**src/rtl/stt_pkg.sv**
```systemverilog
package stt_pkg;
  typedef enum logic [1:0] {
    TM_OFF     = 2'b00,
    TM_RESTART = 2'b01,
    TM_ONESHOT = 2'b10,
    TM_FREE    = 2'b11
  } tmode_e;
endpackage

```
**src/rtl/stt_counter.sv**
```systemverilog
module stt_counter #(
  parameter int NUM_CORES = 2,
  parameter int CNT_W     = 32
) (
  input  logic                       clk,
  input  logic                       rst,
  input  logic                       tick_en,
  input  logic                       any_run,
  input  logic                       any_restart,
  input  logic [NUM_CORES-1:0]       wr_en,
  input  logic [NUM_CORES*CNT_W-1:0] wr_data,
  output logic [CNT_W-1:0]           count_o
);
  logic [CNT_W-1:0] cnt_q;
  logic [CNT_W-1:0] wr_val;
  logic             wr_any;

  // lowest-numbered writer wins: scan downward so it is assigned last
  always_comb begin
    wr_any = |wr_en;
    wr_val = '0;
    for (int i = NUM_CORES - 1; i >= 0; i--) begin
      if (wr_en[i]) wr_val = wr_data[i*CNT_W +: CNT_W];
    end
  end

  always_ff @(posedge clk) begin
    if (rst) begin
      cnt_q <= '0;
    end else if (wr_any) begin
      cnt_q <= wr_val;
    end else if (tick_en && any_run) begin
      cnt_q <= any_restart ? '0 : cnt_q + 1'b1;
    end
  end

  assign count_o = cnt_q;

  AST_HOLD_IDLE: assert property (@(posedge clk) disable iff (rst)
    (!wr_any && !any_run) |=> $stable(cnt_q));
  AST_ADVANCE_ONE: assert property (@(posedge clk) disable iff (rst)
    (tick_en && any_run && !any_restart && !wr_any) |=> (cnt_q == $past(cnt_q) + 1'b1));
  AST_WRITE_WINS: assert property (@(posedge clk) disable iff (rst)
    (wr_en[0]) |=> (cnt_q == $past(wr_data[CNT_W-1:0])));
  AST_RESTART_ZERO: assert property (@(posedge clk) disable iff (rst)
    (tick_en && any_run && any_restart && !wr_any) |=> (cnt_q == '0));
endmodule

```
**src/rtl/stt_core.sv**
```systemverilog
module stt_core
  import stt_pkg::*;
#(
  parameter int CNT_W = 32,
  parameter int PER_W = 28,
  localparam int REG_W = PER_W + 4
) (
  input  logic             clk,
  input  logic             rst,
  input  logic             tick_en,
  input  logic [CNT_W-1:0] count_i,
  input  logic             wr_en,
  input  logic [REG_W-1:0] wr_data,
  output logic [REG_W-1:0] rd_data,
  output logic             running_o,
  output logic             restart_o,
  output logic             event_o
);
  localparam int PEND_B = PER_W;
  localparam int IE_B   = PER_W + 1;

  logic [REG_W-1:0] ctl_q;
  logic             stopped_q;
  tmode_e           mode;
  logic             match;

  assign mode      = tmode_e'(ctl_q[REG_W-1 -: 2]);
  assign running_o = (mode != TM_OFF) && !stopped_q;
  assign match     = tick_en && running_o && (count_i[PER_W-1:0] == ctl_q[PER_W-1:0]);
  assign restart_o = match && (mode == TM_RESTART);

  always_ff @(posedge clk) begin
    if (rst) begin
      ctl_q     <= '0;
      stopped_q <= 1'b0;
    end else if (wr_en) begin
      ctl_q         <= wr_data;
      ctl_q[PEND_B] <= (wr_data[PEND_B] & ctl_q[PEND_B]) | match;
      stopped_q     <= 1'b0;
    end else if (match) begin
      ctl_q[PEND_B] <= 1'b1;
      if (mode == TM_ONESHOT) stopped_q <= 1'b1;
    end
  end

  assign rd_data = ctl_q;
  assign event_o = ctl_q[PEND_B] & ctl_q[IE_B];

  AST_OFF_NO_PEND: assert property (@(posedge clk) disable iff (rst)
    (mode == TM_OFF && !ctl_q[PEND_B] && !wr_en) |=> !ctl_q[PEND_B]);
  AST_ONESHOT_STOP: assert property (@(posedge clk) disable iff (rst)
    (match && mode == TM_ONESHOT && !wr_en) |=> !running_o);
  AST_PEND_STICKY: assert property (@(posedge clk) disable iff (rst)
    (ctl_q[PEND_B] && !wr_en) |=> ctl_q[PEND_B]);
  AST_MATCH_SETS: assert property (@(posedge clk) disable iff (rst)
    (match && !wr_en) |=> ctl_q[PEND_B]);
endmodule

```
**src/rtl/shared_tick_timer.sv**
```systemverilog
module shared_tick_timer #(
  parameter int NUM_CORES = 2,
  parameter int CNT_W     = 32,
  parameter int PER_W     = 28,
  localparam int REG_W    = PER_W + 4
) (
  input  logic                       clk,
  input  logic                       rst,
  input  logic                       tick_en,
  input  logic [NUM_CORES-1:0]       cnt_wr_en,
  input  logic [NUM_CORES*CNT_W-1:0] cnt_wr_data,
  output logic [NUM_CORES*CNT_W-1:0] cnt_rd_data,
  input  logic [NUM_CORES-1:0]       ctl_wr_en,
  input  logic [NUM_CORES*REG_W-1:0] ctl_wr_data,
  output logic [NUM_CORES*REG_W-1:0] ctl_rd_data,
  output logic [NUM_CORES-1:0]       event_o
);
  logic [CNT_W-1:0]     count;
  logic [NUM_CORES-1:0] run_vec;
  logic [NUM_CORES-1:0] restart_vec;

  stt_counter #(.NUM_CORES(NUM_CORES), .CNT_W(CNT_W)) u_counter (
    .clk         (clk),
    .rst         (rst),
    .tick_en     (tick_en),
    .any_run     (|run_vec),
    .any_restart (|restart_vec),
    .wr_en       (cnt_wr_en),
    .wr_data     (cnt_wr_data),
    .count_o     (count)
  );

  for (genvar g = 0; g < NUM_CORES; g++) begin : g_core
    stt_core #(.CNT_W(CNT_W), .PER_W(PER_W)) u_core (
      .clk       (clk),
      .rst       (rst),
      .tick_en   (tick_en),
      .count_i   (count),
      .wr_en     (ctl_wr_en[g]),
      .wr_data   (ctl_wr_data[g*REG_W +: REG_W]),
      .rd_data   (ctl_rd_data[g*REG_W +: REG_W]),
      .running_o (run_vec[g]),
      .restart_o (restart_vec[g]),
      .event_o   (event_o[g])
    );
    assign cnt_rd_data[g*CNT_W +: CNT_W] = count;
  end

  AST_RESET_QUIET: assert property (@(posedge clk) rst |=> (event_o == '0));
endmodule

```
**config.mk**
```make
export PLATFORM = sky130hd
export DESIGN_NAME = shared_tick_timer
export DESIGN_NICKNAME = d
export VERILOG_FILES = /design/src/rtl/stt_pkg.sv /design/src/rtl/stt_counter.sv /design/src/rtl/stt_core.sv /design/src/rtl/shared_tick_timer.sv
export SDC_FILE = /design/constraint.sdc
export NUM_CORES = 1
export LEC_CHECK = 0
export ABC_AREA = 1
export BUFFER_PORTS_ARGS = -buffer_cell sky130_fd_sc_hd__buf_2
export CAP_MARGIN = 20
export CORE_MARGIN = 4
export CORE_UTILIZATION = 49
export CTS_CLUSTER_SIZE = 30
export DETAILED_ROUTE_END_ITERATION = 6
export PLACE_DENSITY = 0.85
export SYNTH_ARGS = -nofsm -noshare
export SYNTH_HDL_FRONTEND = slang
export SYNTH_HIERARCHICAL = 1
export SYNTH_SLANG_ARGS = --single-unit
```
**constraint.sdc**
```tcl
create_clock -name clk -period 2.5 [get_ports clk]
set_clock_uncertainty 0.1 [all_clocks]
set_input_delay 0.25 -clock clk [delete_from_list [all_inputs] [get_ports clk]]
set_output_delay 0.25 -clock clk [all_outputs]
set_load 0.02 [all_outputs]
```
==> impl_metrics.env <==
export IMPL_io_pins=265
export IMPL_wl_per_cell_um=16.69
export IMPL_num_vias=7972
export IMPL_gp_routability_congestion=1.002
export IMPL_syn2layout_area_growth_pct=26.77
export IMPL_layout_common_cells="nand2_1, buf_2, inv_1, nor2_1, o21ai_0"
export IMPL_layout_drive_gt1_share=0.2936
export IMPL_drtIter0Drc=644
export IMPL_instances_no_fill=1490
export IMPL_die_h_um=123.4
export IMPL_netlist_area_leader_share=0.3007
export IMPL_placed_cells=1474
export IMPL_cts_tree="built"
export IMPL_seq_area_frac_synth=0.3007
export IMPL_end_kind="register"
export IMPL_drt_wl_total_um=24870
export IMPL_overflow=0
export IMPL_startpoint_type="register"
export IMPL_cts_sinks=98
export IMPL_yosysWarnings=6
export IMPL_yosysTopAreaCell="dfxtp_1"
export IMPL_cp_max_fo=12
export IMPL_mostFrequentLayoutCell="nand2_1"
export IMPL_diodes=0
export IMPL_chipWidth_um=123.4
export IMPL_post_route_period_util=0.9266
export IMPL_cts_made_buffers=9
export IMPL_syn_avg_cell_area_um2=6.114
export IMPL_rsz0062_at_grt="no"
export IMPL_crit_type="reg2reg"
export IMPL_clk_pin_slew_ns=0.07
export IMPL_start_util=0.5087
export IMPL_utilization=0.6449
export IMPL_min_period_ns=2.317
export IMPL_first_global_vias=7357
export IMPL_power_per_cell_area_nw_per_um2=571.8
export IMPL_drv_cap=0
export IMPL_drv_slew=0
export IMPL_synth_cells=1067
export IMPL_clock_latency_ns=0.36
export IMPL_numPortBuffers=264
export IMPL_layout_setup_ws_ns=0.1835
export IMPL_clockBufferDepth=2
export IMPL_num_rows=41
export IMPL_holdWs_ns=0.01392
export IMPL_syn_nets=1203
export IMPL_setup_tns_ns=0
export IMPL_placed_area_um2=7936
export IMPL_place_worst_setup_slack_ns=0.1929
export IMPL_drtPass1Iterations=7
export IMPL_grt_antenna_before_repair=0
export IMPL_fmax_mhz=431.7
export IMPL_grt_pass1_wl_um=37650
export IMPL_setup_viol=0
export IMPL_coreArea_um2=12820
export IMPL_hpwl_um=19750
export IMPL_arrival_ns=2.45
export IMPL_yosysUniqueCellTypes=38
export IMPL_peakVddDrop_mv=0.4375
export IMPL_final_cell_area_um2=8270
export IMPL_run_status="complete, no violations"
export IMPL_cts_root_buf="clkbuf_16"
export IMPL_p_leak_nw=4.216
export IMPL_cp_required_ns=2.63
export IMPL_hold_path_class="in2reg"
export IMPL_synth_area_top_cells="dfxtp_1, nand2_1, inv_1"
export IMPL_grt_max_degree=58
export IMPL_die_area_um2=15220
export IMPL_hold_violations=0
export IMPL_htree_levels=3
export IMPL_worstMarginPinSlew_ns=0.8002
export IMPL_drc=0
export IMPL_grt_total_usage=0.3222
export IMPL_vias_per_cell=5.350
export IMPL_cts_setup_buffers=0
export IMPL_fin_nets=1449
export IMPL_synth_area_um2=6524
export IMPL_finalPower_mw=4.729
export IMPL_drt_antenna_violating_nets=0
export IMPL_slew_headroom=0.4660
export IMPL_ys_ff_latch=98
-- path summary, 6_finish.rpt --
kind | slack (ns) | to | depth (start not counted) | startpoint
setup / recovery | 0.18 | u_counter/count_o[13]$_SDFFE_PP0P_ | 17 | u_counter/count_o[16]$_SDFFE_PP0P_
setup reg to reg | 0.18 | u_counter/count_o[13]$_SDFFE_PP0P_ | 17 | u_counter/count_o[16]$_SDFFE_PP0P_
hold / removal | 0.01 | g_core[1].u_core/rd_data[30]$_SDFFE_PP0P_ | 3 | ctl_wr_data[62]
hold reg to reg | 0.38 | g_core[0].u_core/rd_data[20]$_SDFFE_PP0P_ | 2 | g_core[0].u_core/rd_data[20]$_SDFFE_PP0P_
-- Yosys cell counts (all sizes together) --
| cell | instances |
|---|---|
| nor2 | 131 |
| and2 | 1 |
| dfxtp | 98 |
| and3 | 2 |
| nand3 | 45 |
| a22oi | 7 |
| o22ai | 1 |
| a221oi | 25 |
| nand3b | 2 |
| clkbuf | 21 |
| ha | 1 |
| a21oi | 87 |
| a31oi | 6 |
| nand2 | 290 |
| o21ai | 111 |
| buf | 48 |
| a21boi | 2 |
| nor3 | 2 |
| xor2 | 3 |
| inv | 163 |
| xnor2 | 4 |
| clkinv | 4 |
| nand4 | 12 |
| or2 | 1 |
-- cell families (layout without fill, tap and decap cells) --
group / Yosys count / count (layout) / share of synthesized area
buffers and inverters: 236 / 487 / 0.1634
adders and majority gates: 1 / 1 / 0.001918
xor gates and xnor gates: 7 / 7 / 0.01055
DFF: 98 / 98 / 0.3007
and+or+nand+nor: 486 / 486 / 0.3191
AOI/OAI and AO/OA: 239 / 239 / 0.2043
-- per-layer routing --
metal | vias to the layer above | GRT usage | part of all wire
met5 | - | 0 | 0
met4 | 0 | 0.1377 | 0.040
met3 | 70 | 0.08692 | 0.099
met2 | 450 | 0.5240 | 0.46
met1 | 3574 | 0.4018 | 0.40
li1 | 3878 | - | -
-- power by group --
group          internal, mW  switching, mW
sequential             1.68          0.179
combinational         0.488          0.847
clock                 0.886          0.649
total                  3.06           1.67
-- final cells by class --
cell class              count  area (um^2)
clock buffers              11        232.7
flip-flops and latches     98         1978
inverters                 167        626.9
multi-input cells         733         3498
fillers                  1271         4554
clock inverters             5        85.08
well taps                 172        215.2
repair buffers            304         1634
-- sequential cells by signal (all words and copies together) (netlist names) --
name and count:
g_core.u_core/stopped_q 2, u_counter/count_o 32, g_core.u_core/rd_data 64
-- timing repair --
item | 4_1_cts | 5_1_grt
hold buffers | 0 | 0
endpoints found under the setup margin | 0 | 7
gates resized for setup | 0 | 12
-- critical path: stages, from the launching register on --
cell and delay [ns]:
dfxtp_2 0.46, inv_1 0.09, nand2_1 0.07, nand2_1 0.09, o21ai_1 0.15, nor2_1 0.08, nand2_1 0.09, nor2_2 0.04
nand2_1 0.07, nor2_1 0.06, inv_1 0.07, nand2_1 0.05, inv_1 0.05, nand2_1 0.06, buf_4 0.18, nor2_1 0.12
nand2_1 0.06, a21oi_1 0.30
No activity file was read; power rests on OpenSTA's default activity.
